File: config.mk
export PLATFORM = sky130hd
export DESIGN_NAME = clkbuf_pwrseq
export DESIGN_NICKNAME = d
export VERILOG_FILES = /design/src/rtl/clkbuf_pwrseq_pkg.sv /design/src/rtl/clkbuf_settle_timer.sv /design/src/rtl/clkbuf_lock_latch.sv /design/src/rtl/clkbuf_pwrseq.sv
export SDC_FILE = /design/constraint.sdc
export NUM_CORES = 1
export LEC_CHECK = 0
export BUFFER_PORTS_ARGS = -buffer_cell sky130_fd_sc_hd__buf_2
export CAP_MARGIN = 15
export CORE_ASPECT_RATIO = 0.75
export CORE_MARGIN = 8
export CORE_UTILIZATION = 50
export CTS_BUF_LIST = sky130_fd_sc_hd__clkbuf_4 sky130_fd_sc_hd__clkbuf_8
export DETAILED_ROUTE_END_ITERATION = 16
export GPL_TIMING_DRIVEN = 0
export PLACE_DENSITY_LB_ADDON = 0.25
export SLEW_MARGIN = 40
export SYNTH_ARGS = -nofsm -noshare
export SYNTH_HDL_FRONTEND = slang
export SYNTH_SLANG_ARGS = --single-unit
export TNS_END_PERCENT = 100
File: constraint.sdc
create_clock -name clk -period 4.2 [get_ports clk]
set_input_delay 0.42 -clock clk [delete_from_list [all_inputs] [get_ports clk]]
set_output_delay 0.42 -clock clk [all_outputs]
set_load 0.1 [all_outputs]
File: src/rtl/clkbuf_pwrseq_pkg.sv
package clkbuf_pwrseq_pkg;

    typedef enum logic [1:0] {
        PS_OFF    = 2'd0,
        PS_SETTLE = 2'd1,
        PS_WAIT   = 2'd2,
        PS_RUN    = 2'd3
    } pwr_state_e;

    // Reference is good enough to enable outputs: always in bypass,
    // clock present and locked in PLL mode.
    function automatic logic ref_qualified(input logic pll_mode,
                                           input logic clk_valid,
                                           input logic pll_locked);
        return !pll_mode || (clk_valid && pll_locked);
    endfunction

endpackage

File: src/rtl/clkbuf_settle_timer.sv
module clkbuf_settle_timer #(
    parameter int CYCLES = 25000
) (
    input  logic clk,
    input  logic rst_n,
    input  logic run,
    output logic done
);
    localparam int CW = (CYCLES > 1) ? $clog2(CYCLES + 1) : 1;
    localparam logic [CW-1:0] LAST = CW'(CYCLES - 1);

    logic [CW-1:0] cnt_q;

    assign done = run && (cnt_q == LAST);

    always_ff @(posedge clk or negedge rst_n) begin
        if (!rst_n) begin
            cnt_q <= '0;
        end else if (!run) begin
            cnt_q <= '0;
        end else if (!done) begin
            cnt_q <= cnt_q + 1'b1;
        end
    end
endmodule

File: src/rtl/clkbuf_lock_latch.sv
module clkbuf_lock_latch (
    input  logic clk,
    input  logic rst_n,
    input  logic supply_ok,
    input  logic pd_n,
    input  logic pll_locked,
    output logic lock_q
);
    always_ff @(posedge clk or negedge rst_n) begin
        if (!rst_n) begin
            lock_q <= 1'b0;
        end else if (!supply_ok || !pd_n) begin
            lock_q <= 1'b0;
        end else if (pll_locked) begin
            lock_q <= 1'b1;
        end
    end
endmodule

File: src/rtl/clkbuf_pwrseq.sv
module clkbuf_pwrseq
    import clkbuf_pwrseq_pkg::*;
#(
    parameter int REF_CLK_KHZ = 100000,
    parameter int SETTLE_US   = 250
) (
    input  logic       clk,
    input  logic       rst_n,
    input  logic       supply_ok,
    input  logic       pd_n,
    input  logic       pll_mode,
    input  logic       clk_valid,
    input  logic       pll_locked,
    output logic       out_en,
    output logic       lock_out,
    output logic [1:0] state_code
);
    localparam int SETTLE_CYCLES = (REF_CLK_KHZ * SETTLE_US) / 1000;

    pwr_state_e state_q, state_d;
    logic       settle_done;
    logic       settle_run;

    assign settle_run = (state_q == PS_SETTLE);

    clkbuf_settle_timer #(
        .CYCLES(SETTLE_CYCLES)
    ) timer_i (
        .clk  (clk),
        .rst_n(rst_n),
        .run  (settle_run),
        .done (settle_done)
    );

    clkbuf_lock_latch lock_i (
        .clk       (clk),
        .rst_n     (rst_n),
        .supply_ok (supply_ok),
        .pd_n      (pd_n),
        .pll_locked(pll_locked),
        .lock_q    (lock_out)
    );

    // Next-state selection; supply loss overrides every state.
    always_comb begin
        state_d = state_q;
        if (!supply_ok) begin
            state_d = PS_OFF;
        end else begin
            unique case (state_q)
                PS_OFF:    state_d = PS_SETTLE;
                PS_SETTLE: if (settle_done) state_d = PS_WAIT;
                PS_WAIT:   if (pd_n && ref_qualified(pll_mode, clk_valid, pll_locked))
                               state_d = PS_RUN;
                PS_RUN:    if (!pd_n) state_d = PS_WAIT;
            endcase
        end
    end

    always_ff @(posedge clk or negedge rst_n) begin
        if (!rst_n) begin
            state_q <= PS_OFF;
        end else begin
            state_q <= state_d;
        end
    end

    always_comb begin
        out_en = 1'b0;
        unique case (state_q)
            PS_OFF, PS_SETTLE, PS_WAIT: out_en = 1'b0;
            PS_RUN:                     out_en = 1'b1;
        endcase
        state_code = state_q;
    end
endmodule

==> flow_metrics.env <==
export IMPL_power_total_uw=291
export IMPL_max_vdd_ir_drop_mv=0.203
export IMPL_place_congestion=0.791
export IMPL_use_met1_pct=14.5
export IMPL_cts_max_level=1
export IMPL_coreArea_sq_um=1720
export IMPL_grt_max_degree=19
export IMPL_cts_max_path_buffers=2
export IMPL_cts_buffers_inserted=3
export IMPL_synthCells=91
export IMPL_p_leak_uw=0.000464
export IMPL_routed_wl_mm=1.79
export IMPL_drt_pass1_iter_count=4
export IMPL_clock_sinks=18
export IMPL_fmax_ghz=0.586
export IMPL_hold_violations=0
export IMPL_ys_types=29
export IMPL_critPathLaunch="state_code[0]"
export IMPL_post_cts_buffers=0
export IMPL_grt_pass1_vias=703
export IMPL_gr_total_overflow=0
export IMPL_synth_edf_count=0
export IMPL_synth_top_area_share_pct=49.5
export IMPL_critPathKind="reg2out"
export IMPL_drtAntennaViolNets=0
export IMPL_ys_warn_count=0
export IMPL_drt_iter0_drc=31
export IMPL_fill_cells=165
export IMPL_cp_required_ps=3780
export IMPL_worstSetupEndpoint="out_en"
export IMPL_yosys_area_top_type="dfrtp_1"
export IMPL_synth_common_cells="dfrtp_1, nor2_1, nand2_1, xor2_1"
export IMPL_rr_startpoint="timer_i.cnt_q[0]"
export IMPL_routed_via_count=712
export IMPL_timing_hold_ws_ps=35.6
export IMPL_syn_area_per_cell_sq_um=10.0
export IMPL_antenna_found_initial=0
export IMPL_tritoncts="done"
export IMPL_fp_dieW_um=65.3
export IMPL_cp_max_fo=6
export IMPL_rrSetupSlack_ps=2490
export IMPL_cp_slowest_stage_delay_ps=430
export IMPL_viasPerCell=5.65
export IMPL_slew_violations=0
export IMPL_power_density_nw_per_um2=289
export IMPL_setup_viol=0
export IMPL_reg2regPathDepth=6
export IMPL_rows=13
export IMPL_busiest_layer="met2"
export IMPL_cp_slowest_cell="dfrtp_1"
export IMPL_endpoint_kind="primary output"
export IMPL_synth_area_leaders="dfrtp_1, xor2_1, nor2_1"
export IMPL_dpl_cell_area_sq_um=987
export IMPL_tns_ps=0
export IMPL_cts_hold_buf=0
export IMPL_syn_num_nets=99
export IMPL_wl_per_cell_um=14.2
export IMPL_drive_gt1_share_pct=17.3
export IMPL_async_flop_share_pct=100
export IMPL_dieArea_sq_um=3450
export IMPL_fin_area_sq_um=1010
export IMPL_min_path_type="in2async"
export IMPL_start_kind="flip-flop"
export IMPL_r2r_end="timer_i.cnt_q[3]"
export IMPL_yosysMostFrequentCell="dfrtp_1"
export IMPL_ys_ff_latch=18
export IMPL_finalNonFillerCells=126
export IMPL_clk_latency_ps=290
export IMPL_arrival_ps=1290
export IMPL_place_detailed_hpwl_mm=1.36
export IMPL_n_antenna_cell=0
export IMPL_period_share_pct=40.7
export IMPL_ys_seq_area_share_pct=49.5
export IMPL_status="finished clean"
export IMPL_cts_reportedPaths_clkPinSlew_ps=100
export IMPL_clock_root_buffer="clkbuf_4"
export IMPL_synth_ff_type="dfrtp_1"
export IMPL_die_y_um=52.9
export IMPL_layout_nets=114
export IMPL_post_cts_resize_count=0
export IMPL_max_slew_margin_pct=67.4
export IMPL_grt_pass1_wl_mm=3.26
export IMPL_syn_to_final_growth_pct=11.0
export IMPL_port_buffers=10
export IMPL_clock_skew_ps=0.669
export IMPL_tightestPinTransition_ps=492
export IMPL_post_route_min_period_ps=1710
export IMPL_crit_chain="and2_1 > buf_2"
export IMPL_use_met3_pct=4.42
export IMPL_netlist_area_sq_um=910
export IMPL_dp_cells=123
export IMPL_rsz0062_at_grt="false"
export IMPL_grt_total_usage_pct=12.4
export IMPL_ios=11
export IMPL_drc=0
export IMPL_initial_core_util_pct=52.8
export IMPL_met2_usage_pct=20.2
export IMPL_drv_cap=0
## layout make-up
class | instances | area [sq um] | share of cell area [%]
Buffer | 2 | 15.0 | 1.49
Clock buffer | 3 | 22.5 | 2.23
Inverter | 2 | 7.51 | 0.743
Multi-Input combinational cell | 69 | 437 | 43.2
Sequential cell | 18 | 450 | 44.6
Tap cell | 22 | 27.5 | 2.73
Timing Repair Buffer | 10 | 50.0 | 4.96
## cell usage in the layout (no fill, tap or decap)
| master | count |
|---|---|
| dfrtp_1 | 18 |
| nor2_1 | 11 |
| buf_2 | 10 |
| xor2_1 | 6 |
| nand2_1 | 6 |
| a21oi_1 | 5 |
| nand3_1 | 5 |
| or3_1 | 5 |
| o21ai_0 | 4 |
| nand4_1 | 3 |
| xnor2_1 | 3 |
| clkbuf_4 | 3 |
| and2_1 | 2 |
| and4_4 | 2 |
| inv_1 | 2 |
| nor2b_1 | 2 |
| nor4b_1 | 2 |
| and3_1 | 2 |
| nand2b_1 | 1 |
| clkbuf_1 | 1 |
| and4_1 | 1 |
| buf_6 | 1 |
| nor4_1 | 1 |
| nor3_1 | 1 |
| nand4_2 | 1 |
| o211a_1 | 1 |
| a21oi_2 | 1 |
| mux2i_1 | 1 |
| nand3b_1 | 1 |
| a221oi_1 | 1 |
| ha_1 | 1 |
## metal layers
metal / wire [um] / part of all wire [%]
met1: 865 / 48
met2: 817 / 46
met3: 80 / 4.5
met4: 29 / 1.6
met5: 0 / 0
## sequential cells by signal, summed over array words and instances (netlist names)
| signal | flops |
|---|---|
| timer_i.cnt_q | 15 |
| state_code | 2 |
| lock_i.lock_q | 1 |
## worst min-delay path by stage
| stage | from | end | slack (ps) |
|---|---|---|---|
| 2_1_floorplan | rst_n | lock_i.lock_q | 120 |
| 3_3_place_gp | rst_n | timer_i.cnt_q[0] | 360 |
| 3_5_place_dp | rst_n | timer_i.cnt_q[0] | 370 |
| 4_1_cts | rst_n | timer_i.cnt_q[0] | 50 |
| 5_1_grt | rst_n | timer_i.cnt_q[2] | 60 |
| 6_report | rst_n | timer_i.cnt_q[0] | 40 |
## kinds of logic (layout without fill, tap and decap cells)
logic type	count (synthesis)	in the layout	share of synthesized area, %
and+or+nand+nor	46	46	28.9
DFF	18	18	49.5
AOI/OAI and AO/OA	12	12	7.98
xor gates and xnor gates	9	9	8.67
buffers and inverters	4	17	2.48
adders and majority gates	1	1	1.38
muxes	1	1	1.10
## through the flow
stage / setup slack, ps / util [%]
floorplan: 1960 / -
global placement: 2520 / 57.3
detailed placement: 2510 / 57.3
CTS: 2490 / 58.6
global route: 2440 / 58.6
finish: 2490 / 58.6
## critical path: cells and delay by family, from the launching register on
| family | cells | cell delay [ps] |
|---|---|---|
| buffers and inverters | 1 | 420 |
| AND/OR/NAND/NOR | 1 | 140 |
| flip-flops | 1 | 430 |
## report_power, final
part,internal [uW],switching (uW),total [uW]
Clock,33.4,52.7,86.2
Sequential,177,3.62,180
Combinational,7.07,18.0,25.1
Total,217,74.4,291
Note: power is estimated with default switching activity, not from simulation.
